<file path="src/rtl/dir_dma_pkg.sv">
package dir_dma_pkg;

  typedef enum logic [1:0] {
    KIND_OWN    = 2'd0,
    KIND_DMA_RD = 2'd1,
    KIND_DMA_WR = 2'd2,
    KIND_RSVD   = 2'd3
  } reqKind_e;

  typedef enum logic [1:0] {
    OUT_DATA = 2'd0,
    OUT_ACK  = 2'd1,
    OUT_INV  = 2'd2
  } outKind_e;

  typedef enum logic [2:0] {
    LS_I,
    LS_M,
    LS_ID,
    LS_IDW,
    LS_MRD,
    LS_MRDI,
    LS_MWR,
    LS_MWRI
  } lineState_e;

  typedef enum logic [1:0] {
    OSRC_NONE,
    OSRC_MEM,
    OSRC_OWNER
  } outSrc_e;

  typedef enum logic [1:0] {
    MSRC_READ,
    MSRC_PARTIAL,
    MSRC_OWNER,
    MSRC_MERGED
  } memSrc_e;

  typedef struct packed {
    logic     outFire;
    outKind_e outKind;
    outSrc_e  outSrc;
    logic     memFire;
    logic     memWrite;
    memSrc_e  memSrc;
    logic     tbeLoad;
  } dpStrobe_t;

endpackage

</file>
<file path="src/rtl/dir_dma_ctrl.sv">
module dir_dma_ctrl
  import dir_dma_pkg::*;
#(
  parameter int NUM_LINES = 4,
  parameter int OWNER_W   = 2,
  parameter int IDX_W     = $clog2(NUM_LINES)
) (
  input  logic               clk,
  input  logic               rstN,
  input  logic               reqValid,
  input  logic [1:0]         reqKind,
  input  logic [IDX_W-1:0]   reqIdx,
  input  logic [OWNER_W-1:0] reqOwner,
  output logic               reqAccept,
  output logic               reqRecycle,
  input  logic               rspValid,
  input  logic [IDX_W-1:0]   rspIdx,
  output logic               rspReady,
  input  logic               memRspValid,
  input  logic               memRspAck,
  input  logic [IDX_W-1:0]   memRspIdx,
  output dpStrobe_t          strobe,
  output logic [IDX_W-1:0]   outIdx,
  output logic [OWNER_W-1:0] outDest,
  output logic [IDX_W-1:0]   memIdx
);

  lineState_e         lineState [NUM_LINES];
  logic [OWNER_W-1:0] lineOwner [NUM_LINES];
  logic               tbeBusy;

  lineState_e memSt, rspSt, reqSt, reqNext;
  reqKind_e   kind;

  assign memSt = lineState[memRspIdx];
  assign rspSt = lineState[rspIdx];
  assign reqSt = lineState[reqIdx];
  assign kind  = reqKind_e'(reqKind);

  // memory response decode
  logic     memTake, memEmits, memFreesTbe;
  outKind_e memOutKind;

  always_comb begin
    memTake     = 1'b0;
    memEmits    = 1'b0;
    memFreesTbe = 1'b0;
    memOutKind  = OUT_DATA;
    if (memRspValid) begin
      case (memSt)
        LS_ID: if (!memRspAck) begin
          memTake = 1'b1; memEmits = 1'b1; memOutKind = OUT_DATA;
        end
        LS_IDW: if (memRspAck) begin
          memTake = 1'b1; memEmits = 1'b1; memOutKind = OUT_ACK;
        end
        LS_MRDI: if (memRspAck) memTake = 1'b1;
        LS_MWRI: if (memRspAck) begin
          memTake = 1'b1; memEmits = 1'b1; memOutKind = OUT_ACK; memFreesTbe = 1'b1;
        end
        default: ;
      endcase
    end
  end

  // owner response decode
  logic rspMatch, rspIsRead, rspStall, rspTake;
  assign rspMatch  = rspValid && (rspSt == LS_MRD || rspSt == LS_MWR);
  assign rspIsRead = (rspSt == LS_MRD);
  assign rspStall  = rspMatch && rspIsRead && memEmits;
  assign rspTake   = rspMatch && !rspStall;
  assign rspReady  = rspValid && !rspStall;

  // request decode
  logic reqOk, reqNeedMem, reqNeedOut;
  always_comb begin
    reqOk      = 1'b0;
    reqNeedMem = 1'b0;
    reqNeedOut = 1'b0;
    reqNext    = reqSt;
    case (kind)
      KIND_OWN: if (reqSt == LS_I) begin
        reqOk = 1'b1; reqNext = LS_M;
      end
      KIND_DMA_RD: begin
        if (reqSt == LS_I) begin
          reqOk = 1'b1; reqNeedMem = 1'b1; reqNext = LS_ID;
        end else if (reqSt == LS_M) begin
          reqOk = 1'b1; reqNeedOut = 1'b1; reqNext = LS_MRD;
        end
      end
      KIND_DMA_WR: begin
        if (reqSt == LS_I) begin
          reqOk = 1'b1; reqNeedMem = 1'b1; reqNext = LS_IDW;
        end else if (reqSt == LS_M && !tbeBusy) begin
          reqOk = 1'b1; reqNeedOut = 1'b1; reqNext = LS_MWR;
        end
      end
      default: ;
    endcase
  end

  logic outBusy, memBusy;
  assign outBusy    = memEmits || (rspTake && rspIsRead);
  assign memBusy    = rspTake;
  assign reqAccept  = reqValid && reqOk && !(reqNeedMem && memBusy) && !(reqNeedOut && outBusy);
  assign reqRecycle = reqValid && !reqAccept;

  // strobes to the datapath
  always_comb begin
    strobe  = '{outFire: 1'b0, outKind: OUT_DATA, outSrc: OSRC_NONE, memFire: 1'b0,
                memWrite: 1'b0, memSrc: MSRC_READ, tbeLoad: 1'b0};
    outIdx  = '0;
    outDest = '0;
    memIdx  = '0;
    if (memEmits) begin
      strobe.outFire = 1'b1;
      strobe.outKind = memOutKind;
      strobe.outSrc  = (memOutKind == OUT_DATA) ? OSRC_MEM : OSRC_NONE;
      outIdx         = memRspIdx;
    end
    if (rspTake) begin
      strobe.memFire  = 1'b1;
      strobe.memWrite = 1'b1;
      strobe.memSrc   = rspIsRead ? MSRC_OWNER : MSRC_MERGED;
      memIdx          = rspIdx;
      if (rspIsRead) begin
        strobe.outFire = 1'b1;
        strobe.outKind = OUT_DATA;
        strobe.outSrc  = OSRC_OWNER;
        outIdx         = rspIdx;
      end
    end
    if (reqAccept) begin
      if (reqNeedMem) begin
        strobe.memFire  = 1'b1;
        strobe.memWrite = (kind == KIND_DMA_WR);
        strobe.memSrc   = (kind == KIND_DMA_WR) ? MSRC_PARTIAL : MSRC_READ;
        memIdx          = reqIdx;
      end
      if (reqNeedOut) begin
        strobe.outFire = 1'b1;
        strobe.outKind = OUT_INV;
        strobe.outSrc  = OSRC_NONE;
        outIdx         = reqIdx;
        outDest        = lineOwner[reqIdx];
        strobe.tbeLoad = (kind == KIND_DMA_WR);
      end
    end
  end

  always_ff @(posedge clk or negedge rstN) begin
    if (!rstN) begin
      for (int i = 0; i < NUM_LINES; i++) begin
        lineState[i] <= LS_I;
        lineOwner[i] <= '0;
      end
      tbeBusy <= 1'b0;
    end else begin
      if (memTake) begin
        lineState[memRspIdx] <= LS_I;
        lineOwner[memRspIdx] <= '0;
      end
      if (memFreesTbe) tbeBusy <= 1'b0;
      if (rspTake) lineState[rspIdx] <= rspIsRead ? LS_MRDI : LS_MWRI;
      if (reqAccept) begin
        lineState[reqIdx] <= reqNext;
        if (kind == KIND_OWN) lineOwner[reqIdx] <= reqOwner;
      end
      if (strobe.tbeLoad) tbeBusy <= 1'b1;
    end
  end

endmodule

</file>
<file path="src/rtl/dir_dma_datapath.sv">
module dir_dma_datapath
  import dir_dma_pkg::*;
#(
  parameter int LINE_BYTES = 8,
  parameter int OWNER_W    = 2,
  parameter int IDX_W      = 2,
  parameter int OFF_W      = $clog2(LINE_BYTES),
  parameter int LEN_W      = $clog2(LINE_BYTES) + 1,
  parameter int LINE_W     = LINE_BYTES * 8
) (
  input  logic                  clk,
  input  logic                  rstN,
  input  dpStrobe_t             strobe,
  input  logic [IDX_W-1:0]      outIdx,
  input  logic [OWNER_W-1:0]    outDest,
  input  logic [IDX_W-1:0]      memIdx,
  input  logic [OFF_W-1:0]      reqOffset,
  input  logic [LEN_W-1:0]      reqLen,
  input  logic [LINE_W-1:0]     reqData,
  input  logic [LINE_W-1:0]     rspData,
  input  logic [LINE_W-1:0]     memRspData,
  output logic                  memReqValid,
  output logic                  memReqWrite,
  output logic [IDX_W-1:0]      memReqLine,
  output logic [LINE_W-1:0]     memReqData,
  output logic [LINE_BYTES-1:0] memReqBe,
  output logic                  outValid,
  output logic [1:0]            outKind,
  output logic [IDX_W-1:0]      outLine,
  output logic [LINE_W-1:0]     outData,
  output logic [OWNER_W-1:0]    outDest_q
);

  logic [LINE_BYTES-1:0] reqBe;
  logic [LINE_W-1:0]     maskedReq;
  logic [LINE_W-1:0]     mergedLine;
  logic [LINE_BYTES-1:0] tbeBe;
  logic [LINE_W-1:0]     tbeData;

  for (genvar b = 0; b < LINE_BYTES; b++) begin : g_byte
    assign reqBe[b] = (int'(reqOffset) <= b) && (b < int'(reqOffset) + int'(reqLen));
    assign maskedReq[b*8 +: 8]  = reqBe[b] ? reqData[b*8 +: 8] : 8'h00;
    assign mergedLine[b*8 +: 8] = tbeBe[b] ? tbeData[b*8 +: 8] : rspData[b*8 +: 8];
  end

  // single transaction buffer for a write awaiting recall
  always_ff @(posedge clk or negedge rstN) begin
    if (!rstN) begin
      tbeBe   <= '0;
      tbeData <= '0;
    end else if (strobe.tbeLoad) begin
      tbeBe   <= reqBe;
      tbeData <= reqData;
    end
  end

  logic [LINE_W-1:0]     memDataNext;
  logic [LINE_BYTES-1:0] memBeNext;
  logic [LINE_W-1:0]     outDataNext;

  always_comb begin
    case (strobe.memSrc)
      MSRC_PARTIAL: begin memDataNext = maskedReq;  memBeNext = reqBe; end
      MSRC_OWNER:   begin memDataNext = rspData;    memBeNext = '1;    end
      MSRC_MERGED:  begin memDataNext = mergedLine; memBeNext = '1;    end
      default:      begin memDataNext = '0;         memBeNext = '0;    end
    endcase
    case (strobe.outSrc)
      OSRC_MEM:   outDataNext = memRspData;
      OSRC_OWNER: outDataNext = rspData;
      default:    outDataNext = '0;
    endcase
  end

  always_ff @(posedge clk or negedge rstN) begin
    if (!rstN) begin
      memReqValid <= 1'b0;
      memReqWrite <= 1'b0;
      memReqLine  <= '0;
      memReqData  <= '0;
      memReqBe    <= '0;
      outValid    <= 1'b0;
      outKind     <= '0;
      outLine     <= '0;
      outData     <= '0;
      outDest_q   <= '0;
    end else begin
      memReqValid <= strobe.memFire;
      memReqWrite <= strobe.memFire && strobe.memWrite;
      memReqLine  <= strobe.memFire ? memIdx : '0;
      memReqData  <= strobe.memFire ? memDataNext : '0;
      memReqBe    <= strobe.memFire ? memBeNext : '0;
      outValid    <= strobe.outFire;
      outKind     <= strobe.outFire ? strobe.outKind : OUT_DATA;
      outLine     <= strobe.outFire ? outIdx : '0;
      outData     <= strobe.outFire ? outDataNext : '0;
      outDest_q   <= strobe.outFire ? outDest : '0;
    end
  end

endmodule

</file>
<file path="src/rtl/dir_dma_top.sv">
module dir_dma_top
  import dir_dma_pkg::*;
#(
  parameter int NUM_LINES  = 4,
  parameter int LINE_BYTES = 8,
  parameter int OWNER_W    = 2,
  parameter int IDX_W      = $clog2(NUM_LINES),
  parameter int OFF_W      = $clog2(LINE_BYTES),
  parameter int LEN_W      = $clog2(LINE_BYTES) + 1,
  parameter int LINE_W     = LINE_BYTES * 8,
  parameter int ADDR_W     = IDX_W + OFF_W
) (
  input  logic                  clk,
  input  logic                  rstN,
  input  logic                  reqValid,
  input  logic [1:0]            reqKind,
  input  logic [ADDR_W-1:0]     reqAddr,
  input  logic [LEN_W-1:0]      reqLen,
  input  logic [LINE_W-1:0]     reqData,
  input  logic [OWNER_W-1:0]    reqOwner,
  output logic                  reqAccept,
  output logic                  reqRecycle,
  input  logic                  rspValid,
  input  logic [IDX_W-1:0]      rspLine,
  input  logic [LINE_W-1:0]     rspData,
  output logic                  rspReady,
  input  logic                  memRspValid,
  input  logic                  memRspAck,
  input  logic [IDX_W-1:0]      memRspLine,
  input  logic [LINE_W-1:0]     memRspData,
  output logic                  memReqValid,
  output logic                  memReqWrite,
  output logic [IDX_W-1:0]      memReqLine,
  output logic [LINE_W-1:0]     memReqData,
  output logic [LINE_BYTES-1:0] memReqBe,
  output logic                  outValid,
  output logic [1:0]            outKind,
  output logic [IDX_W-1:0]      outLine,
  output logic [LINE_W-1:0]     outData,
  output logic [OWNER_W-1:0]    outDest
);

  dpStrobe_t          strobe;
  logic [IDX_W-1:0]   outIdx, memIdx;
  logic [OWNER_W-1:0] destSel;

  dir_dma_ctrl #(
    .NUM_LINES(NUM_LINES), .OWNER_W(OWNER_W), .IDX_W(IDX_W)
  ) u_ctrl (
    .clk        (clk),
    .rstN       (rstN),
    .reqValid   (reqValid),
    .reqKind    (reqKind),
    .reqIdx     (reqAddr[ADDR_W-1:OFF_W]),
    .reqOwner   (reqOwner),
    .reqAccept  (reqAccept),
    .reqRecycle (reqRecycle),
    .rspValid   (rspValid),
    .rspIdx     (rspLine),
    .rspReady   (rspReady),
    .memRspValid(memRspValid),
    .memRspAck  (memRspAck),
    .memRspIdx  (memRspLine),
    .strobe     (strobe),
    .outIdx     (outIdx),
    .outDest    (destSel),
    .memIdx     (memIdx)
  );

  dir_dma_datapath #(
    .LINE_BYTES(LINE_BYTES), .OWNER_W(OWNER_W), .IDX_W(IDX_W),
    .OFF_W(OFF_W), .LEN_W(LEN_W), .LINE_W(LINE_W)
  ) u_dp (
    .clk        (clk),
    .rstN       (rstN),
    .strobe     (strobe),
    .outIdx     (outIdx),
    .outDest    (destSel),
    .memIdx     (memIdx),
    .reqOffset  (reqAddr[OFF_W-1:0]),
    .reqLen     (reqLen),
    .reqData    (reqData),
    .rspData    (rspData),
    .memRspData (memRspData),
    .memReqValid(memReqValid),
    .memReqWrite(memReqWrite),
    .memReqLine (memReqLine),
    .memReqData (memReqData),
    .memReqBe   (memReqBe),
    .outValid   (outValid),
    .outKind    (outKind),
    .outLine    (outLine),
    .outData    (outData),
    .outDest_q  (outDest)
  );

endmodule

</file>
<file path="config.mk">
export PLATFORM = sky130hd
export DESIGN_NAME = dir_dma_top
export DESIGN_NICKNAME = d
export VERILOG_FILES = /design/src/rtl/dir_dma_pkg.sv /design/src/rtl/dir_dma_ctrl.sv /design/src/rtl/dir_dma_datapath.sv /design/src/rtl/dir_dma_top.sv
export SDC_FILE = /design/constraint.sdc
export NUM_CORES = 1
export LEC_CHECK = 0
export BUFFER_PORTS_ARGS = -buffer_cell sky130_fd_sc_hd__buf_4
export CORE_ASPECT_RATIO = 0.75
export CORE_MARGIN = 4
export CORE_UTILIZATION = 45
export CTS_CLUSTER_DIAMETER = 30
export DETAILED_ROUTE_END_ITERATION = 10
export GPL_TIMING_DRIVEN = 0
export PLACE_DENSITY_LB_ADDON = 0.05
export REMOVE_ABC_BUFFERS = 1
export SETUP_SLACK_MARGIN = 0.15
export SLEW_MARGIN = 30
export SYNTH_ARGS = -nofsm -noshare
export SYNTH_HDL_FRONTEND = slang
export SYNTH_HIERARCHICAL = 1
export SYNTH_SLANG_ARGS = --single-unit
</file>
<file path="constraint.sdc">
create_clock -name clk -period 6 [get_ports clk]
set_clock_uncertainty 0.2 [all_clocks]
set_input_delay 0.3 -clock clk [delete_from_list [all_inputs] [get_ports clk]]
set_output_delay 0.3 -clock clk [all_outputs]
set_load 0.01 [all_outputs]
</file>
==> impl_metrics.tcl, run 1 <==
set metrics [dict create \
    num_io_pins 365 \
    worstHoldStart "rspLine[0]" \
    track_usage_pct 28.42 \
    fmax_ghz 0.1941 \
    dr.pass1.iters 6 \
    final_nets 1768 \
    worstHoldPathType "input pin to register" \
    grt_max_degree 72 \
    final.min_clock_period_ns 5.153 \
    clk_pin_slew_ns 0.05 \
    status "finished clean" \
    die_h_um 142.9 \
    relSlewSlack_pct 47.62 \
    final_layout_size_suffix_gt1_share_pct 36.09 \
    fillers 1492 \
    drc 0 \
    via_count 10190 \
    worstReg2RegEnd "u_dp/memReqData[22]" \
    r2r_slack_ns 0.85 \
    seq_area_um2 6006 \
    initial_core_util_pct 45.68 \
    leakagePower_nw 8.992 \
    postCtsSetupBuffers 0 \
    synthCells 914 \
    wirelength_um 39230 \
    cp_max_fo 12 \
    cts_root_buf "clkbuf_16" \
    row_count 49 \
    power_density_nw_per_um2 307.5 \
    cts.sinks 240 \
    critPathBufInv 1 \
    grt_overflow 0 \
    cp_slowest_stage_delay_ns 0.63 \
    max-vdd-ir-drop_v 0.0002746 \
    synth_seq_cells 240 \
    coreArea_um2 23910 \
    setup_ws_ns 0.8474 \
    yosys_most_used_dff "dfrtp_1" \
    multi_input_area_um2 4679 \
    synth.area.top_cells "dfrtp_1 55%, mux2_2 7.5%, mux2i_1 6.2%, a22oi_1 4.5%, o2bb2ai_1 3.4%" \
    antenna_found_initial 1 \
    pre_cts_ws_ns 1.345 \
    clk_path_buf_depth 3 \
    vias_per_cell 5.389 \
    yosysWarnings 6 \
    synth_edf_count 0 \
    holdWs_ns 0.05259 \
    critPathKind "register to register" \
    async_reset_ff_share_pct 100.0 \
    drv_cap 0 \
    cts_made_buffers 47 \
    dpl_cell_area_um2 14120 \
    startpoint_type "register" \
    cts_htree_levels 2 \
    fin_util_pct 76.74 \
    area_delta_synth_final_pct 68.00 \
    crit_arrival_ns 5.41 \
    grt_pass1_vias 10920 \
    wire_per_inst_um 20.76 \
    hold_end "u_dp/memReqLine[0]" \
    ys_types 71 \
    finalPower_mw 5.643 \
    ant_nets 0 \
    yosysSeqAreaShare_pct 54.99 \
    rr_startpoint "u_ctrl/lineState[5]" \
    synth_area_leader_cell "dfrtp_1" \
    cts_resized 0 \
    slowest_stage "or4_1" \
    crit_family "simple AND/OR/NAND/NOR gates" \
    rsz0062_at_grt "no" \
    die_w_um 187.9 \
    crit_path_cell_trace "mux4_2 > or2_1 > or4_1 > or2_0 > o22ai_2 > and3b_1 > nand2_1 > nor2_1 > o2bb2ai_1 > dlygate4sd3_1" \
    hold_viol_final 0 \
    postCtsHoldBufs 260 \
    syn-mean-instance-area_um2 11.95 \
    globalplace.congestion 0.8388 \
    cts_tree "yes" \
    portBuffers 364 \
    cp.required_ns 6.26 \
    max_slew.worst_pin.slew_ns 0.7828 \
    grt_pass1_wl_um 61070 \
    fp.dieArea_um2 26850 \
    drv_slew 0 \
    dp_hpwl_um 23890 \
    synth_top_area_share_pct 54.99 \
    cp-end-kind "register" \
    worstSkewPairLatency_ns 0.53 \
    r2r_cells 10 \
    fin_crit_sh_pct 85.88 \
    initialDrtViolationCount 714 \
    holdPathStages 3 \
    fin_area_um2 18350 \
    finalSetupViolCount 0 \
    synth_area_um2 10920 \
]
placed cells by master, fill, tap and decap left out, types with 12 or more instances in the layout:
cell / count
inv_1: 17
a22oi_1: 65
nand2_1: 64
mux2_2: 73
clkbuf_16: 47
dlygate4sd3_1: 260
nor2_1: 88
clkinvlp_4: 13
o2bb2ai_1: 42
dfrtp_1: 240
o22ai_1: 16
o21ai_0: 22
a21oi_1: 12
buf_4: 363
mux2i_1: 68
cells in the mapped netlist (13+ instances only):
cell and number:
dfrtp_1 240, nand2_1 65, o22ai_1 17, clkbuf_1 32, mux2i_1 68, inv_1 17
mux2_2 73, buf_1 13, o21ai_0 22, o2bb2ai_1 42, a22oi_1 65, nor2_1 89
state kept, by name, summed over array words and instances (netlist names), 2 cells and up:
signal	flops
u_ctrl/lineState	12
u_dp/outData	64
u_dp/memReqLine	2
u_ctrl/lineOwner	8
u_dp/tbeBe	8
u_dp/memReqBe	8
u_dp/outLine	2
u_dp/tbeData	64
u_dp/outKind	2
u_dp/outDest_q	2
u_dp/memReqData	64
cell families after synthesis:
group | share of synthesized area (%)
xor+xnor | 0.1490
simple gates | 10.26
compound gates | 14.77
mux | 15.96
buf+inv | 2.658
flops | 54.99
fa+ha+maj | 1.214
worst max-delay path by stage:
| stage | startpoint | endpoint | slack [ns] | depth (start not counted) |
|---|---|---|---|---|
| after floorplan | u_ctrl/lineState[5] | u_dp/tbeBe[1] | -0.54 | 9 |
| after global placement | memRspLine[1] | u_dp/tbeBe[1] | -3.89 | 9 |
| after detailed placement | reqAddr[3] | u_dp/memReqData[17] | 1.34 | 10 |
| after CTS | u_ctrl/lineState[2] | u_dp/memReqData[22] | 0.90 | 10 |
| after global routing | u_ctrl/lineState[5] | u_dp/memReqData[22] | 0.67 | 10 |
| final | u_ctrl/lineState[5] | u_dp/memReqData[22] | 0.85 | 10 |
metal layers:
metal	GRT usage, %	up-vias	share of wire (%)
met5	0	-	0
met4	9.923	0	3.0
met3	7.087	80	7.5
met2	48.29	419	50
met1	35.96	5047	40
li1	-	4640	-
area by class of cell:
type / instances / area share, %
clock buffers: 52 / 6.730
repair buffers: 634 / 30.45
multi-input cells: 602 / 25.50
flip-flops and latches: 240 / 32.73
clock inverters: 36 / 2.100
well taps: 306 / 2.087
inverters: 18 / 0.3682
diodes: 2 / 0.02728
where the power goes:
part | switching, mW | total, mW | leakage [nW] | internal (mW)
Sequential | 0.146 | 1.95 | 3.31 | 1.80
Combinational | 0.496 | 1.06 | 4.92 | 0.567
Clock | 0.916 | 2.63 | 0.759 | 1.72
Total | 1.56 | 5.64 | 8.99 | 4.08
through the flow:
step / setup TNS [ns] / instances
after floorplan: -2.753 / 860
after global placement: -179.68 / 1530
after detailed placement: 0 / 1540
after CTS: 0 / 1888
after global routing: 0 / 1889
final: 0 / 1890
worst reg2reg max path: stages, from the launching register on:
cell and delay [ns]:
dfrtp_1 0.45, mux4_2 0.55, or2_1 0.38, or4_1 0.63, or2_0 0.29, o22ai_2 0.50
and3b_1 0.60, nand2_1 0.11, nor2_1 0.61, o2bb2ai_1 0.20, dlygate4sd3_1 0.58
(Power assumes the default switching activity.)
==> inputs of run 2 (changes only) <==
SYNTH_HIERARCHICAL = default   (was 1)
==> impl_metrics.tcl, run 2 <==
set metrics [dict create \
    drv_cap 0 \
    yosysWarnings 0 \
    synth.area.mux_share_pct 10.48 \
    wire_per_inst_um 22.33 \
    synth_area_um2 10450 \
    final_common_cell "buf_4" \
    cpMostUsedCell "dlygate4sd3_1" \
    slowest_stage "nor2_1" \
    fin_crit_sh_pct 79.54 \
    grt_max_degree 85 \
    synth_edf_count 0 \
    fp.dieArea_um2 25740 \
    startpoint_type "input pin" \
    power_density_nw_per_um2 324.1 \
    globalplace.congestion 0.9090 \
    cp-end-kind "register" \
    cts_made_buffers 44 \
    max-vdd-ir-drop_v 0.0002632 \
    cts.sinks 240 \
    rsz0062_at_grt "no" \
    cts_root_buf "clkbuf_16" \
    async_reset_ff_share_pct 100.0 \
    synth_area_leader_cell "dfrtp_1" \
    yosysSeqAreaShare_pct 57.49 \
    seq_area_um2 6006 \
    holdWs_ns 0.03513 \
    die_w_um 183.9 \
    cp.required_ns 6.25 \
    layout_common_cells "363 x buf_4, 266 x dlygate4sd3_1, 240 x dfrtp_1, 129 x a22oi_1, 76 x nor2_1" \
    ys_top_cells_by_count "240 x dfrtp_1, 129 x a22oi_1, 76 x nor2_1" \
    fin_area_um2 17810 \
    yosys_most_used_dff "dfrtp_1" \
    synth_most_common_cell "dfrtp_1" \
    via_count 10230 \
    ys_types 55 \
    synth_top_family_by_area "compound AO/OA/AOI/OAI gates" \
    yosys.area_share.simple_pct 8.348 \
    grt_overflow 0 \
    p_int_mw 4.195 \
    synth_xor_area_share_pct 0.08384 \
    antenna_found_initial 1 \
    critPathBufInv 5 \
    synth_top_area_share_pct 57.49 \
    ant_nets 0 \
    max_slew.worst_pin.slew_ns 0.8868 \
    worstSkewPairLatency_ns 0.52 \
    leakagePower_nw 8.557 \
    fillers 1354 \
    fin_util_pct 79.27 \
    wirelength_um 40720 \
    clk_pin_slew_ns 0.05 \
    vias_per_cell 5.606 \
    multi_input_area_um2 4202 \
    worstHoldPathType "input pin to register" \
    synthCells 867 \
    num_io_pins 365 \
    clockPowerShare_pct 46.4 \
    synth_seq_cells 240 \
    syn-mean-instance-area_um2 12.05 \
    dp_hpwl_um 24160 \
    synth_compound_area_share_pct 19.44 \
    die_h_um 140.0 \
    finalSetupTns_ns 0 \
    crit_arrival_ns 5.02 \
    synthAdderAreaFrac_pct 1.270 \
    relSlewSlack_pct 39.19 \
    crit_family "simple AND/OR/NAND/NOR gates" \
    final_layout_size_suffix_gt1_share_pct 34.86 \
    drc 0 \
    track_usage_pct 30.77 \
    fmax_ghz 0.2095 \
    hold_viol_final 0 \
    p_seq_share_pct 32.7 \
    critPathKind "input pin to register" \
    clk_path_buf_depth 3 \
    initialDrtViolationCount 700 \
    cp_slowest_stage_delay_ns 0.79 \
    cp_max_fo 38 \
    final_nets 1720 \
    row_count 47 \
    final.min_clock_period_ns 4.772 \
    coreArea_um2 22460 \
    drv_slew 0 \
    dr.pass1.iters 7 \
    portBuffers 364 \
    cts_tree "yes" \
    grt_pass1_vias 11060 \
    dpl_cell_area_um2 13540 \
    cts_htree_levels 2 \
    area_delta_synth_final_pct 70.48 \
    switching_share_pct 27.32 \
    finalPower_mw 5.772 \
    reg_top3 "u_dp.memReqData (64), u_dp.outData (64), u_dp.tbeData (64)" \
    finalSetupViolCount 0 \
    status "finished clean" \
    comb_power_share_pct 20.9 \
    crit_path_cell_trace "dlygate4sd3_1 > buf_4 > inv_1 > mux4_2 > nand2_4 > buf_12 > a21o_1 > nand4_1 > nor2_1 > o2bb2ai_1 > dlygate4sd3_1" \
    initial_core_util_pct 46.50 \
    synth.area.top_cells "dfrtp_1 57%, a22oi_1 9.3%, mux2_2 6.8%, o2bb2ai_1 5.4%, nor2_1 2.7%" \
    power_switching_mw 1.577 \
    grt_pass1_wl_um 62780 \
]
[run 2: changes by cell type in the layout (fill, tap and decap cells not counted), sizes merged, moves of 7 or more]
cell      before  now
nor2          91   83
o21ai         24   35
clkinvlp      13    6
nand2b        12    5
mux2i         68   16
nand2         65   43
a22oi         68  129
o2bb2ai       42   64
o22ai         17    2
mux2          76   67
[run 2: per-stage QoR]
step           setup slack [ns]  instances
2_1_floorplan             1.530        810
3_3_place_gp            -0.7899       1468
3_5_place_dp              1.827       1476
4_1_cts                   1.246       1821
5_1_grt                   1.017       1824
6_report                  1.228       1824
[run 2: what timing repair did]
action                                 in CTS  in global routing
endpoints found under the hold margin     279                  1
gates resized for setup                     0                  0
buffers inserted                            0                  0
hold buffers                              265                  1
[run 2: power groups by stage]
| stage | sequential (mW) | combinational (mW) | clock [mW] |
|---|---|---|---|
| final | 1.89 | 1.21 | 2.68 |
| after floorplan | 1.89 | 0.557 | 0 |
| after global placement | 1.90 | 0.971 | 0 |
| after detailed placement | 1.90 | 1.01 | 0 |
| after global routing | 1.90 | 1.31 | 2.79 |
| after CTS | 1.88 | 1.17 | 2.68 |
[run 2: logic make-up (layout without fill, tap and decap cells)]
logic type / count (synthesis) / in the layout
AOI/OAI and AO/OA: 270 / 270
DFF: 240 / 240
and+or+nand+nor: 182 / 182
muxes: 91 / 91
buffers and inverters: 73 / 735
adders and majority gates: 10 / 10
xor gates and xnor gates: 1 / 1
other: 0 / 1
[run 2: tightest hold or removal path, stage by stage]
cell	delay [ns]
buf_4	0.11
nor3_1	0.05
o31ai_1	0.13
o21ai_0	0.10
[run 2: worst paths after layout]
kind | startpoint | end | slack [ns] | cells after the start
min reg2reg | u_dp.tbeBe[3] | u_dp.tbeBe[3] | 0.30 | 2
min | reqAddr[0] | u_dp.tbeBe[0] | 0.04 | 4
max in group asynchronous | rstN | u_dp.tbeData[20] | 4.60 | 3
min in group asynchronous | rstN | u_dp.tbeData[32] | 0.15 | 2
max reg2reg | u_ctrl.lineState[8] | u_dp.memReqData[5] | 1.28 | 9
max | rspLine[1] | u_dp.memReqData[5] | 1.23 | 11
[run 2: area by class of cell]
| type | instances | area share [%] |
|---|---|---|
| flip-flops and latches | 240 | 33.72 |
| repair buffers | 639 | 31.34 |
| multi-input cells | 554 | 23.59 |
| clock buffers | 56 | 6.724 |
| clock inverters | 24 | 2.206 |
| well taps | 294 | 2.066 |
| inverters | 16 | 0.3372 |
| diodes | 1 | 0.01405 |
[run 2: metal layers]
metal / track usage (%) / part of all wire (%) / up-vias
met5: 0 / 0 / -
met4: 13.46 / 4.5 / 0
met3: 7.698 / 9.2 / 115
met2: 50.71 / 48 / 562
met1: 38.66 / 38 / 5030
li1: - / - / 4518
